===== src/rtl/vol_fader_pkg.sv =====
package vol_fader_pkg;
  typedef enum logic {
    DIR_UP   = 1'b0,
    DIR_DOWN = 1'b1
  } ramp_dir_e;
endpackage


===== src/rtl/vol_fader_rst_sync.sv =====
module vol_fader_rst_sync (
  input  logic clk,
  input  logic rst_n,
  output logic rst_q_n
);
  logic meta_q;

  always_ff @(posedge clk or negedge rst_n) begin
    if (!rst_n) begin
      meta_q  <= 1'b0;
      rst_q_n <= 1'b0;
    end else begin
      meta_q  <= 1'b1;
      rst_q_n <= meta_q;
    end
  end
endmodule


===== src/rtl/vol_fader_step_timer.sv =====
module vol_fader_step_timer #(
  parameter int IVL_W = 16
) (
  input  logic             clk,
  input  logic             rst_n,
  input  logic             start,
  input  logic             run,
  input  logic             tick,
  input  logic [IVL_W-1:0] ivl_in,
  output logic             step
);
  logic [IVL_W-1:0] cnt_q, cnt_d;
  logic [IVL_W-1:0] last_q, last_d;
  logic             cnt_en;
  logic [IVL_W-1:0] ivl_eff;

  // zero interval is promoted to one tick per step
  assign ivl_eff = (ivl_in == '0) ? IVL_W'(1) : ivl_in;
  assign step    = run && tick && (cnt_q == last_q);
  assign cnt_en  = start || (run && tick);

  always_comb begin
    cnt_d  = cnt_q;
    last_d = last_q;
    if (start) begin
      cnt_d  = '0;
      last_d = ivl_eff - IVL_W'(1);
    end else if (step) begin
      cnt_d = '0;
    end else begin
      cnt_d = cnt_q + IVL_W'(1);
    end
  end

  always_ff @(posedge clk or negedge rst_n) begin
    if (!rst_n) begin
      cnt_q  <= '0;
      last_q <= '0;
    end else if (cnt_en) begin
      cnt_q  <= cnt_d;
      last_q <= last_d;
    end
  end
endmodule


===== src/rtl/vol_fader_level_reg.sv =====
module vol_fader_level_reg
  import vol_fader_pkg::*;
#(
  parameter int FULL_SCALE = 1000,
  parameter int STEP       = 1,
  parameter int LVL_W      = 10
) (
  input  logic             clk,
  input  logic             rst_n,
  input  logic             start_up,
  input  logic             start_down,
  input  logic             step,
  output logic [LVL_W-1:0] level,
  output logic             busy
);
  localparam logic [LVL_W-1:0] FULL_V = LVL_W'(FULL_SCALE);
  localparam logic [LVL_W-1:0] STEP_V = LVL_W'(STEP);
  localparam logic [LVL_W-1:0] HIGH_V = LVL_W'(FULL_SCALE - STEP);

  logic [LVL_W-1:0] lvl_q, lvl_d;
  logic             busy_q, busy_d;
  ramp_dir_e        dir_q, dir_d;
  logic             upd_en;

  assign upd_en = start_up || start_down || (step && busy_q);

  always_comb begin
    lvl_d  = lvl_q;
    busy_d = busy_q;
    dir_d  = dir_q;
    if (start_down) begin
      lvl_d  = FULL_V;
      busy_d = 1'b1;
      dir_d  = DIR_DOWN;
    end else if (start_up) begin
      lvl_d  = '0;
      busy_d = 1'b1;
      dir_d  = DIR_UP;
    end else if (dir_q == DIR_UP) begin
      if (lvl_q >= HIGH_V) begin
        lvl_d  = FULL_V;
        busy_d = 1'b0;
      end else begin
        lvl_d = lvl_q + STEP_V;
      end
    end else begin
      if (lvl_q <= STEP_V) begin
        lvl_d  = '0;
        busy_d = 1'b0;
      end else begin
        lvl_d = lvl_q - STEP_V;
      end
    end
  end

  always_ff @(posedge clk or negedge rst_n) begin
    if (!rst_n) begin
      lvl_q  <= FULL_V;
      busy_q <= 1'b0;
      dir_q  <= DIR_UP;
    end else if (upd_en) begin
      lvl_q  <= lvl_d;
      busy_q <= busy_d;
      dir_q  <= dir_d;
    end
  end

  assign level = lvl_q;
  assign busy  = busy_q;
endmodule


===== src/rtl/vol_fader.sv =====
module vol_fader #(
  parameter  int FULL_SCALE = 1000,
  parameter  int STEP       = 1,
  parameter  int IVL_W      = 16,
  localparam int LVL_W      = $clog2(FULL_SCALE + 1)
) (
  input  logic             clk,
  input  logic             rst_n,
  input  logic             us_tick,
  input  logic             fade_in_req,
  input  logic             fade_out_req,
  input  logic [IVL_W-1:0] step_ivl,
  output logic [LVL_W-1:0] level,
  output logic             busy
);
  logic rst_q_n;
  logic go_down, go_up, go_any;
  logic step_pulse;

  // fade-out has priority over a simultaneous fade-in
  assign go_down = fade_out_req;
  assign go_up   = fade_in_req && !fade_out_req;
  assign go_any  = go_down || go_up;

  vol_fader_rst_sync u_rst (
    .clk    (clk),
    .rst_n  (rst_n),
    .rst_q_n(rst_q_n)
  );

  vol_fader_step_timer #(.IVL_W(IVL_W)) u_timer (
    .clk   (clk),
    .rst_n (rst_q_n),
    .start (go_any),
    .run   (busy),
    .tick  (us_tick),
    .ivl_in(step_ivl),
    .step  (step_pulse)
  );

  vol_fader_level_reg #(
    .FULL_SCALE(FULL_SCALE),
    .STEP      (STEP),
    .LVL_W     (LVL_W)
  ) u_level (
    .clk       (clk),
    .rst_n     (rst_q_n),
    .start_up  (go_up),
    .start_down(go_down),
    .step      (step_pulse),
    .level     (level),
    .busy      (busy)
  );
endmodule


===== config.mk =====
export PLATFORM = sky130hd
export DESIGN_NAME = vol_fader
export DESIGN_NICKNAME = d
export VERILOG_FILES = /design/src/rtl/vol_fader_pkg.sv /design/src/rtl/vol_fader_rst_sync.sv /design/src/rtl/vol_fader_step_timer.sv /design/src/rtl/vol_fader_level_reg.sv /design/src/rtl/vol_fader.sv
export SDC_FILE = /design/constraint.sdc
export NUM_CORES = 1
export LEC_CHECK = 0
export ABC_AREA = 1
export ABC_CLOCK_PERIOD_IN_PS = 1600
export BUFFER_PORTS_ARGS = -buffer_cell sky130_fd_sc_hd__buf_2
export CAP_MARGIN = 20
export CORE_ASPECT_RATIO = 0.9
export CORE_UTILIZATION = 35
export CTS_BUF_LIST = sky130_fd_sc_hd__clkbuf_16
export DETAILED_ROUTE_END_ITERATION = 10
export SYNTH_ARGS = -nofsm -noshare
export SYNTH_HDL_FRONTEND = slang
export SYNTH_SLANG_ARGS = --single-unit

===== constraint.sdc =====
create_clock -name clk -period 1.6 [get_ports clk]
set_input_delay 0.16 -clock clk [delete_from_list [all_inputs] [get_ports clk]]
set_output_delay 0.16 -clock clk [all_outputs]
set_load 0.005 [all_outputs]

Word level (Yosys, flattened, before mapping)
Index checks and enable logic that the tools add are counted.
{ "classes": {"muxes": 15, "n_lt_le_gt_ge": 2, "eq_ne": 2, "n_addsub": 4, "n_reduce_logical": 14} }
{ "ops": {"columns": ["cell", "n"], "rows": [
  ["10-bit 2-to-1 mux", 5],
  ["16-bit 2-to-1 mux", 3],
  ["16-bit by 1-bit adder with 16-bit output, second input constant", 1],
  ["16-bit == test", 1],
  ["16-bit logical NOT", 1],
  ["16-bit by 1-bit subtractor with 16-bit output, second input constant", 1],
  ["10-bit by 1-bit adder with 10-bit output, second input constant", 1],
  ["10-bit greater-or-equal comparator, second input constant", 1],
  ["10-bit by 1-bit less-or-equal comparator with 1-bit output, second input constant", 1],
  ["10-bit by 1-bit subtractor with 10-bit output, second input constant", 1],
  ["1-bit 2-to-1 mux", 7],
  ["1-bit logical AND", 4],
  ["4-bit by 3-bit != test with 1-bit output, second input constant", 1],
  ["2-bit AND reduction", 2],
  ["4-bit nonzero test", 1],
  ["1-bit logical OR", 3],
  ["3-bit AND reduction", 1],
  ["2-bit nonzero test", 1],
  ["1-bit logical NOT", 1]
]} }
{ "word_totals": {"regBits": 46, "input_bits": 21, "output_inout_bits": 11} }

Logic depth before layout (Yosys ltp)
Gate-level depths: netlist of run 1.
{ "depth": {"depth_word": 5, "ltp_mapped": 12, "ltp_nobuf": 12} }

Cells and area by module
From an unflattened synthesis of run 1, not the netlist that was laid out.
{ "hier_totals": {"cells_unflattened": 567, "hier_area_um2": 3568.4} }
{ "by_module_without_submodules": {"columns": ["module", "cells_each", "seq_area_each_um2", "instances", "area_each_um2"], "rows": [
  ["vol_fader_step_timer", 392, 800.8, 1, 2432.3],
  ["vol_fader_level_reg", 168, 307.8, 1, 1067.3],
  ["vol_fader_rst_sync", 3, 50.0, 1, 53.8],
  ["vol_fader", 4, 0.0, 1, 15.0]
]} }

Least setup slack after synthesis of run 1
No wires, ideal clock.
{ "synth_path": {"path_kind": "reg2reg", "start": "register u_level.lvl_q[0] (netlist: u_level.level[0])", "end": "register u_level.busy_q (netlist: u_level.busy)", "setup_slack_ns": 0.001, "setup_time_ns": 0.123, "path_buffers": 0, "t_required_ns": 1.477, "t_arrival_ns": 1.476, "path_stages_with_launch": 10, "cell_sequence": "dfrtp_1 -> inv_1 -> ha_1 -> nand3_1 -> nand2_1 -> nand3_2 -> nand2_1 -> nand2_1 -> o21ai_0 -> nand2_1"} }
{ "synth_between": {"elab_chain_cells": 3, "word_cells_on_any_way": 5, "cone_classes": "order compare (2); eq/ne (1); reduce/logical (2)"} }
{ "synth_rtl": {"columns": ["item", "line", "rtl"], "rows": [
  ["start, declared", "vol_fader_level_reg.sv:20", "logic [LVL_W-1:0] lvl_q, lvl_d;"],
  ["start signal, assigned", "vol_fader_level_reg.sv:62", "lvl_q <= lvl_d;"],
  ["10-bit by 1-bit less-or-equal comparator with 1-bit output / 10-bit greater-or-equal comparator (equally long branches)", "vol_fader_level_reg.sv:47, vol_fader_level_reg.sv:40", null],
  ["4-bit by 3-bit != test with 1-bit output (no line) / 4-bit nonzero test (equally long branches)", null, null],
  ["3-bit AND reduction (no line) *", null, null],
  ["end signal, assigned", "vol_fader_level_reg.sv:63", "busy_q <= busy_d;"],
  ["end, declared", "vol_fader_level_reg.sv:21", "logic busy_q, busy_d;"]
]} }
Every way passes the cells marked *; elsewhere a longest branch is shown, timed or not.
A chain may end at the register's enable or synchronous reset.

Worst setup path in the final report of run 1
{ "layout_path": {"start": "register u_timer.last_q[1]", "end": "register u_level.lvl_q[5] (netlist: u_level.level[5])"} }
{ "layout_between": {"elab_chain_cells": 4} }
{ "layout_rtl": {"columns": ["item", "line", "rtl"], "rows": [
  ["start, declared", "vol_fader_step_timer.sv:13", "logic [IVL_W-1:0] last_q, last_d;"],
  ["start signal, assigned", "vol_fader_step_timer.sv:41", "last_q <= last_d;"],
  ["16-bit == test", "vol_fader_step_timer.sv:19", "assign step = run && tick && (cnt_q == last_q);"],
  ["1-bit logical AND", "vol_fader_step_timer.sv:19", null],
  ["1-bit logical AND", "vol_fader_level_reg.sv:25", "assign upd_en = start_up || start_down || (step && busy_q);"],
  ["1-bit logical OR", "vol_fader_level_reg.sv:25", null]
]} }
Every way passes these cells.

==> impl_results.md, run 1 <==
* Status: finished, final reports clean
* Largest family of logic cells by synthesized area: simple AND/OR/NAND/NOR gates
* Largest net degree at the start of global routing at 20
* Area Overhead vs Synth at 33.9%
* Synthesized-area fraction occupied by xor and xnor cells at 6.25%
* CTS tree: built
* Worst-case clock buffer depth at 2
* I/O Buffers at 31
* Post-DP HPWL at ~7200 µm
* Clock sink count at 46
* Register area share after synthesis at about 34%
* Overall Global Routing Usage at about a fifth
* FF+latch count, synth at 46
* Antenna cell count at 0
* CP endpoint: u_level.level[5]
* Wire per inst at 12.4 µm
* Cell area after synthesis at about 3400 µm²
* Post-synthesis compound-gate area fraction at approximately 7.3%
* Root buf cell: clkbuf_16
* Synth async-reset ratio at 100%
* Detailed router's first-iteration violation count at around 190
* Element type at the critical path end: register
* Fin. Hold Viols at 0
* Insertion delay to the later sink of the worst-skew pair at ~0.29 ns
* Warning count from the yosys run at 0
* Share of layout cells above drive strength 1 at just under 30%
* Simple-gate area share of the yosys netlist at between 40% and 50%
* CP Cell Sequence: inv_1 > nand2_1 > nand2_1 > nor2_1 > nand3_1 > nor2_2 > nand2_4 > nand2_4 > buf_12 > nand2_1 > nand2_1
* PwrDens at between 600 and 700 nW/µm²
* Final cycle utilization of the critical path at a little over nine tenths
* Clock-pin slew on the worst setup and hold paths at around 0.07 ns
* Mux contribution to synthesized area at 0%
* Switching Fraction at roughly 30%
* WP data required at 1.83 ns
* Lkg Pwr at approximately 2.2 nW
* Reg-to-Reg Start: u_timer.last_q[1]
* Boundary Pins at 32
* Final core utilization at slightly below 50%
* Final net count at about 640
* Fill cells at roughly 900
* Vias post-DR at ~3500
* Mapped Cells at approximately 520
* Crit-path max FO at 13
* Min cycle time layout at 1.57 ns
* Int Power at approximately 2.1 mW
* Net switching power at 0.910 mW
* Max-slew violations at 0
* R2R Setup Slk at 0.03 ns
* Main synth FF type: dfrtp_1
* FF-to-FF path depth at 11
* Clock Power Share at 34.3%
* Tot Pwr at roughly 3.0 mW
* Max Cap Viol at 0
* Post-route ant nets at 0
* Die area at 10000 µm²
* Post-DP Area at 4170 µm²
* Multi-input gate area at 2030 µm²
* Gr ovfl total at 0
* Initial antenna violation count at 0
* Adder-cell area share of the yosys netlist at between 1.5 and 2%
* Gate power share at 22.0%
* Max Fclk at between 600 and 700 MHz
* Final setup fails at 0
* Synthesized Nets at roughly 540
* Critical Path AT at between 1.5 and 2 ns
* DR DRC count at 0
* Global-route wire length before repair at 15800 µm
* Crit path from: u_timer.last_q[1]
* Setup CP Type: register to register
* Peak supply drop at 475 µV
* Row count at 33
* Routed wire length at 9120 µm
* Post-synthesis cell type count at 39
* Post-synth EDFFs at 0
* GP Congestion at 0.898
* RSZ-0062 raised after global routing: true
* Final Instance Area at ~4500 µm²
* Commonest cells after routing, fill and taps aside: 156 x nand2_1, 66 x buf_4, 61 x nor2_1, 53 x inv_1, 38 x nand3_1
* Mean number of vias per cell at around 4.7
* Flop pwr share at 43.7%
* CP most frequent cell: nand2_1
* Mean Syn Cell Area at between 6 and 7 µm²
* Hold WC Path Type: primary input to asynchronous set/reset pin
* TritonCTS buffer count at 5
* FF/Latch Area at 1170 µm²
* CP Launch Type: register
* Vias in the first global route at around 3500
* Die Height at ~95 µm
* Initial Utilization at roughly 37%
* CP max-delay cell: dfrtp_1
* Most common cell after layout, fill and taps aside: nand2_1
* Worst Clk Skew at around 0.0095 ns
* Crit-path max cell delay at 0.42 ns
* DR pass1 iterations at 4
* CORE AREA at about 9000 µm²
* H-tree Lvls at 2
* FF-to-FF End: u_level.level[5]
* Die width at between 100 and 150 µm
[power groups by stage]
| stage | Combinational [mW] | Sequential, mW | Clock, mW |
|---|---|---|---|
| finish | 0.665 | 1.32 | 1.04 |
| global route | 0.750 | 1.33 | 1.10 |
| floorplan | 0.351 | 1.32 | 0 |
| CTS | 0.635 | 1.32 | 1.06 |
| global placement | 0.614 | 1.33 | 0 |
| detailed placement | 0.623 | 1.34 | 0 |
[flip-flops by register name (all words and copies together), names as in the netlist]
register and flops:
u_rst.meta_q 1, u_timer.last_q 16, u_timer.cnt_q 16, u_level.dir_q 1, u_rst.rst_q_n 1, u_level.level 10
u_level.busy 1
[cells by family (layout without fill, tap and decap cells)]
| family | after synthesis | after routing |
|---|---|---|
| flip-flops | 46 | 46 |
| AO/OA/AOI/OAI | 45 | 45 |
| buffers and inverters | 77 | 178 |
| AND/OR/NAND/NOR | 317 | 317 |
| other | 1 | 1 |
| adder cells (fa/ha/maj) | 5 | 5 |
| XOR/XNOR | 24 | 24 |
[worst max-delay path: cells and delay by family (launching register included)]
family / cells / cell delay, ns
simple gates: 9 / 0.88
flops: 1 / 0.42
buf+inv: 2 / 0.20
[worst min path at each step]
stage	start	endpoint	slack [ns]	cells after the start
floorplan	rst_n	u_rst.meta_q	-0.14	0
global placement	rst_n	u_rst.meta_q	-0.05	1
detailed placement	rst_n	u_rst.meta_q	-0.05	1
CTS	rst_n	u_rst.rst_q_n	0.16	2
global route	rst_n	u_rst.rst_q_n	0.17	2
finish	rst_n	u_rst.rst_q_n	0.17	2
[metrics by stage]
stage               worst slack, ns  TNS [ns]  instances  hold slack [ns]
floorplan                  0.000841         0        515           -0.136
global route                -0.0515    -0.413        738            0.169
detailed placement           -0.209     -1.03        725          -0.0527
finish                       0.0319         0        738            0.173
CTS                         0.00609         0        734            0.163
global placement             -0.181    -0.670        725          -0.0539
[area by class of cell]
| type | count | share of cell area [%] |
|---|---|---|
| multi-input combinational | 392 | 44.9 |
| sequential | 46 | 26.0 |
| timing repair buffer | 105 | 17.2 |
| inverter | 65 | 5.41 |
| tap | 122 | 3.39 |
| clock buffer | 5 | 2.78 |
| clock inverter | 3 | 0.361 |
[layer usage]
layer | up-vias | wire length (µm) | track usage, %
met3 | 13 | 354 | 1.85
li1 | 1823 | - | -
met4 | 0 | 148 | 6.69
met5 | - | 0 | 0
met2 | 80 | 3940 | 31.5
met1 | 1571 | 4670 | 28.4
[cell usage after synthesis (all sizes together) (6+ instances only)]
cell type	number	area [µm²]
o21ai	30	154
nand4	13	81.3
nand3	42	215
dfstp	6	158
xor2	16	140
nor2	76	308
nand2	168	648
dfrtp	40	1000
buf	9	65.1
nor3	12	70.1
xnor2	8	70.1
inv	65	244
[repair_timing]
item	CTS	global route
setup endpoints to repair	9	32
endpoints found under the hold margin	2	0
gates resized for setup	10	50
setup buffers	0	4
pin swaps	1	10
hold buffers	1	0
(Power assumes the default switching activity.)
==> run 2, diff against run 1 <==
ABC_CLOCK_PERIOD_IN_PS = 1500   (was 1600)
GPL_ROUTABILITY_DRIVEN = 0   (was not set)
clock period = 1.5 ns   (was 1.6 ns; I/O delays follow)
==> run 2 against run 1 <==
Effect of this change:
- the flow now finishes with violations (setup timing)
- clock power increased by 38%
- maximum frequency decreased by 1.7%
- cell area rose by 9.8%
- sequential share of layout area is 2.3 points lower
- core utilization is 4.8 points higher
- total power increased by 19%
- combinational power is 17% higher
- clock-buffer cell count did not move
- global-route usage about the same
- clock skew down 0.0012 ns
- final cell count is 4.1% higher
- routed wire length up 7.3%
- largest cell class unchanged
- largest power group is now the clock network
==> impl_results.md, run 2 (synthesis results as in run 1) <==
* Setup CP Type: register to register
* Flop pwr share at 38.7% (-5.0 points)
* Clock sink count at 46 (unchanged)
* Initial Utilization at 36.6% (unchanged)
* CP bufs+invs at 2 (unchanged)
* CTS tree: built
* Die Height at 95.0 µm (unchanged)
* PwrDens at 728 nW/µm² (+8.6%)
* Top Family by Delay on Critical Path: simple AND/OR/NAND/NOR gates
* CP Cell Sequence: inv_2 > nand2_1 > nand2_2 > nor2_1 > nand3_1 > nor2_2 > nand2_4 > nand2_8 > clkbuf_16 > a211oi_4
* Failing checks: setup timing
* H-tree Lvls at 2 (unchanged)
* Mean number of vias per cell at 4.79 (+1.4%)
* Post-route ant nets at 0 (unchanged)
* Final Instance Area at 4950 µm² (+9.8%)
* Insertion delay to the later sink of the worst-skew pair at 0.29 ns (about the same)
* Antenna cell count at 0 (unchanged)
* TritonCTS buffer count at 5 (unchanged)
* CP Launch Type: register
* Commonest cells after routing, fill and taps aside: 141 x nand2_1, 93 x buf_4, 52 x nor2_1, 50 x inv_1, 36 x nand3_1
* Root buf cell: clkbuf_16
* Vias post-DR at 3679 (+5.5%)
* CP max-delay cell: dfrtp_2
* Min cycle time layout at 1.60 ns (+0.0277 ns)
* Global-route wire length before repair at 16000 µm (+1.5%)
* WP data required at 1.69 ns (-0.14 ns)
* Largest net degree at the start of global routing at 45 (+130%)
* Gate power share at 21.5% (-0.5 points)
* Most common cell after layout, fill and taps aside: nand2_1
* CORE AREA at 9210 µm² (unchanged)
* Fin. Hold Viols at 0 (unchanged)
* Status: finished with violations
* DR pass1 iterations at 4 (unchanged)
* Final WS setup at -0.0957 ns (-0.128 ns)
* Wire per inst at 12.7 µm (+3.1%)
* Int Power at 2.63 mW (+25%)
* Worst-case clock buffer depth at 2 (unchanged)
* Setup TNS at -0.902 ns (-0.902 ns)
* Area Overhead vs Synth at 47.1%
* Clock-pin slew on the worst setup and hold paths at 0.06 ns (about the same)
* Max Cap Viol at 0 (unchanged)
* Element type at the critical path end: register
* Die width at 105 µm (unchanged)
* Share of layout cells above drive strength 1 at 38.2% (+9.2 points)
* Detailed router's first-iteration violation count at 142 (-26%)
* Overall Global Routing Usage at 19.8% (about the same)
* Tot Pwr at 3.60 mW (+19%)
* Fill cells at 891 (-2.7%)
* Gr ovfl total at 0 (unchanged)
* Critical Path AT at 1.79 ns (about the same)
* Max Fclk at 627 MHz (-1.7%)
* Final setup fails at 21 (+21)
* Peak supply drop at 499 µV (+5.0%)
* Crit-path max cell delay at 0.45 ns (+0.03 ns)
* Row count at 33 (unchanged)
* Final net count at 671 (+4.7%)
* Max-slew violations at 0 (unchanged)
* Net switching power at 0.976 mW (+7.2%)
* I/O Buffers at 31 (unchanged)
* RSZ-0062 raised after global routing: true
* Initial antenna violation count at 0 (unchanged)
* Worst Clk Skew at 0.00832 ns (-0.00119 ns)
* Hold WC Path Type: primary input to register
* Switching Fraction at 27.1% (-3.0 points)
* Clock Power Share at 39.8% (+5.5 points)
* Vias in the first global route at 3420 (-1.0%)
* Die area at 10000 µm² (unchanged)
* Crit-path max FO at 6 (-7)
* Post-DP HPWL at 7250 µm (+0.63%)
* Routed wire length at 9780 µm (+7.3%)
* DR DRC count at 0 (unchanged)
* Post-DP Area at 4250 µm² (+1.9%)
* Lkg Pwr at 2.44 nW (+10%)
* Boundary Pins at 32 (unchanged)
* Final cycle utilization of the critical path at 106% (+8.4 points)
-- run 2: worst paths after layout --
| kind | startpoint | end | slack (ns) | cells after the start |
|---|---|---|---|---|
| min reg2reg | u_rst.rst_q_n | u_timer.last_q[1] | 0.24 | 1 |
| max reg2reg | u_timer.cnt_q[4] | u_timer.cnt_q[3] | -0.1 | 10 |
| min | fade_in_req | u_level.dir_q | 0.15 | 2 |
| max in group asynchronous | u_rst.rst_q_n | u_level.level[6] | 0.99 | 1 |
| max | u_timer.cnt_q[4] | u_timer.cnt_q[3] | -0.1 | 10 |
| min in group asynchronous | rst_n | u_rst.rst_q_n | 0.17 | 2 |
-- run 2: metrics by stage --
step	hold WS, ns	instances	setup WS [ns]	util, %
5_1_grt	0.153	768	-0.178	53.8
3_3_place_gp	-0.0651	736	-0.124	46.1
3_5_place_dp	-0.0635	736	-0.246	46.1
4_1_cts	0.149	752	-0.0196	50.4
6_report	0.154	768	-0.0957	53.8
2_1_floorplan	-0.146	515	-0.0106	-
-- run 2: power by group through the flow --
stage	registers (mW)	clock network, mW	logic [mW]
floorplan	1.41	0	0.381
global placement	1.41	0	0.662
detailed placement	1.41	0	0.675
CTS	1.39	1.47	0.720
global route	1.40	1.51	0.868
finish	1.40	1.43	0.775
-- run 2: final cells by class --
type                       instances  area (µm²)  share of cell area [%]
multi-input combinational        393        2190                    44.1
sequential                        46        1170                    23.6
timing repair buffer             134        1000                    20.3
inverter                          65         244                    4.93
tap                              122         153                    3.08
clock buffer                       5         125                    2.53
clock inverter                     3        68.8                    1.39
-- run 2: repair_timing --
item	CTS	global route
pin swaps	19	34
gates cloned	1	1
gates resized for setup	41	56
setup buffers	6	15
setup endpoints to repair	24	30
hold buffers	1	0
hold endpoints to repair	2	0
-- run 2: worst register-to-register path, stage by stage, from the launching register on --
cell	delay [ns]
dfrtp_2	0.45
inv_2	0.08
nand2_1	0.06
nand2_2	0.06
nor2_1	0.05
nand3_1	0.10
nor2_2	0.06
nand2_4	0.16
nand2_8	0.11
clkbuf_16	0.18
a211oi_4	0.20
-- run 2: layer usage --
| metal | routed length, µm | share of wire [%] | global-route usage [%] |
|---|---|---|---|
| met3 | 422 | 4.3 | 1.91 |
| met1 | 4740 | 49 | 28.4 |
| met5 | 0 | 0 | 0 |
| met4 | 119 | 1.2 | 5.05 |
| met2 | 4490 | 46 | 32.2 |
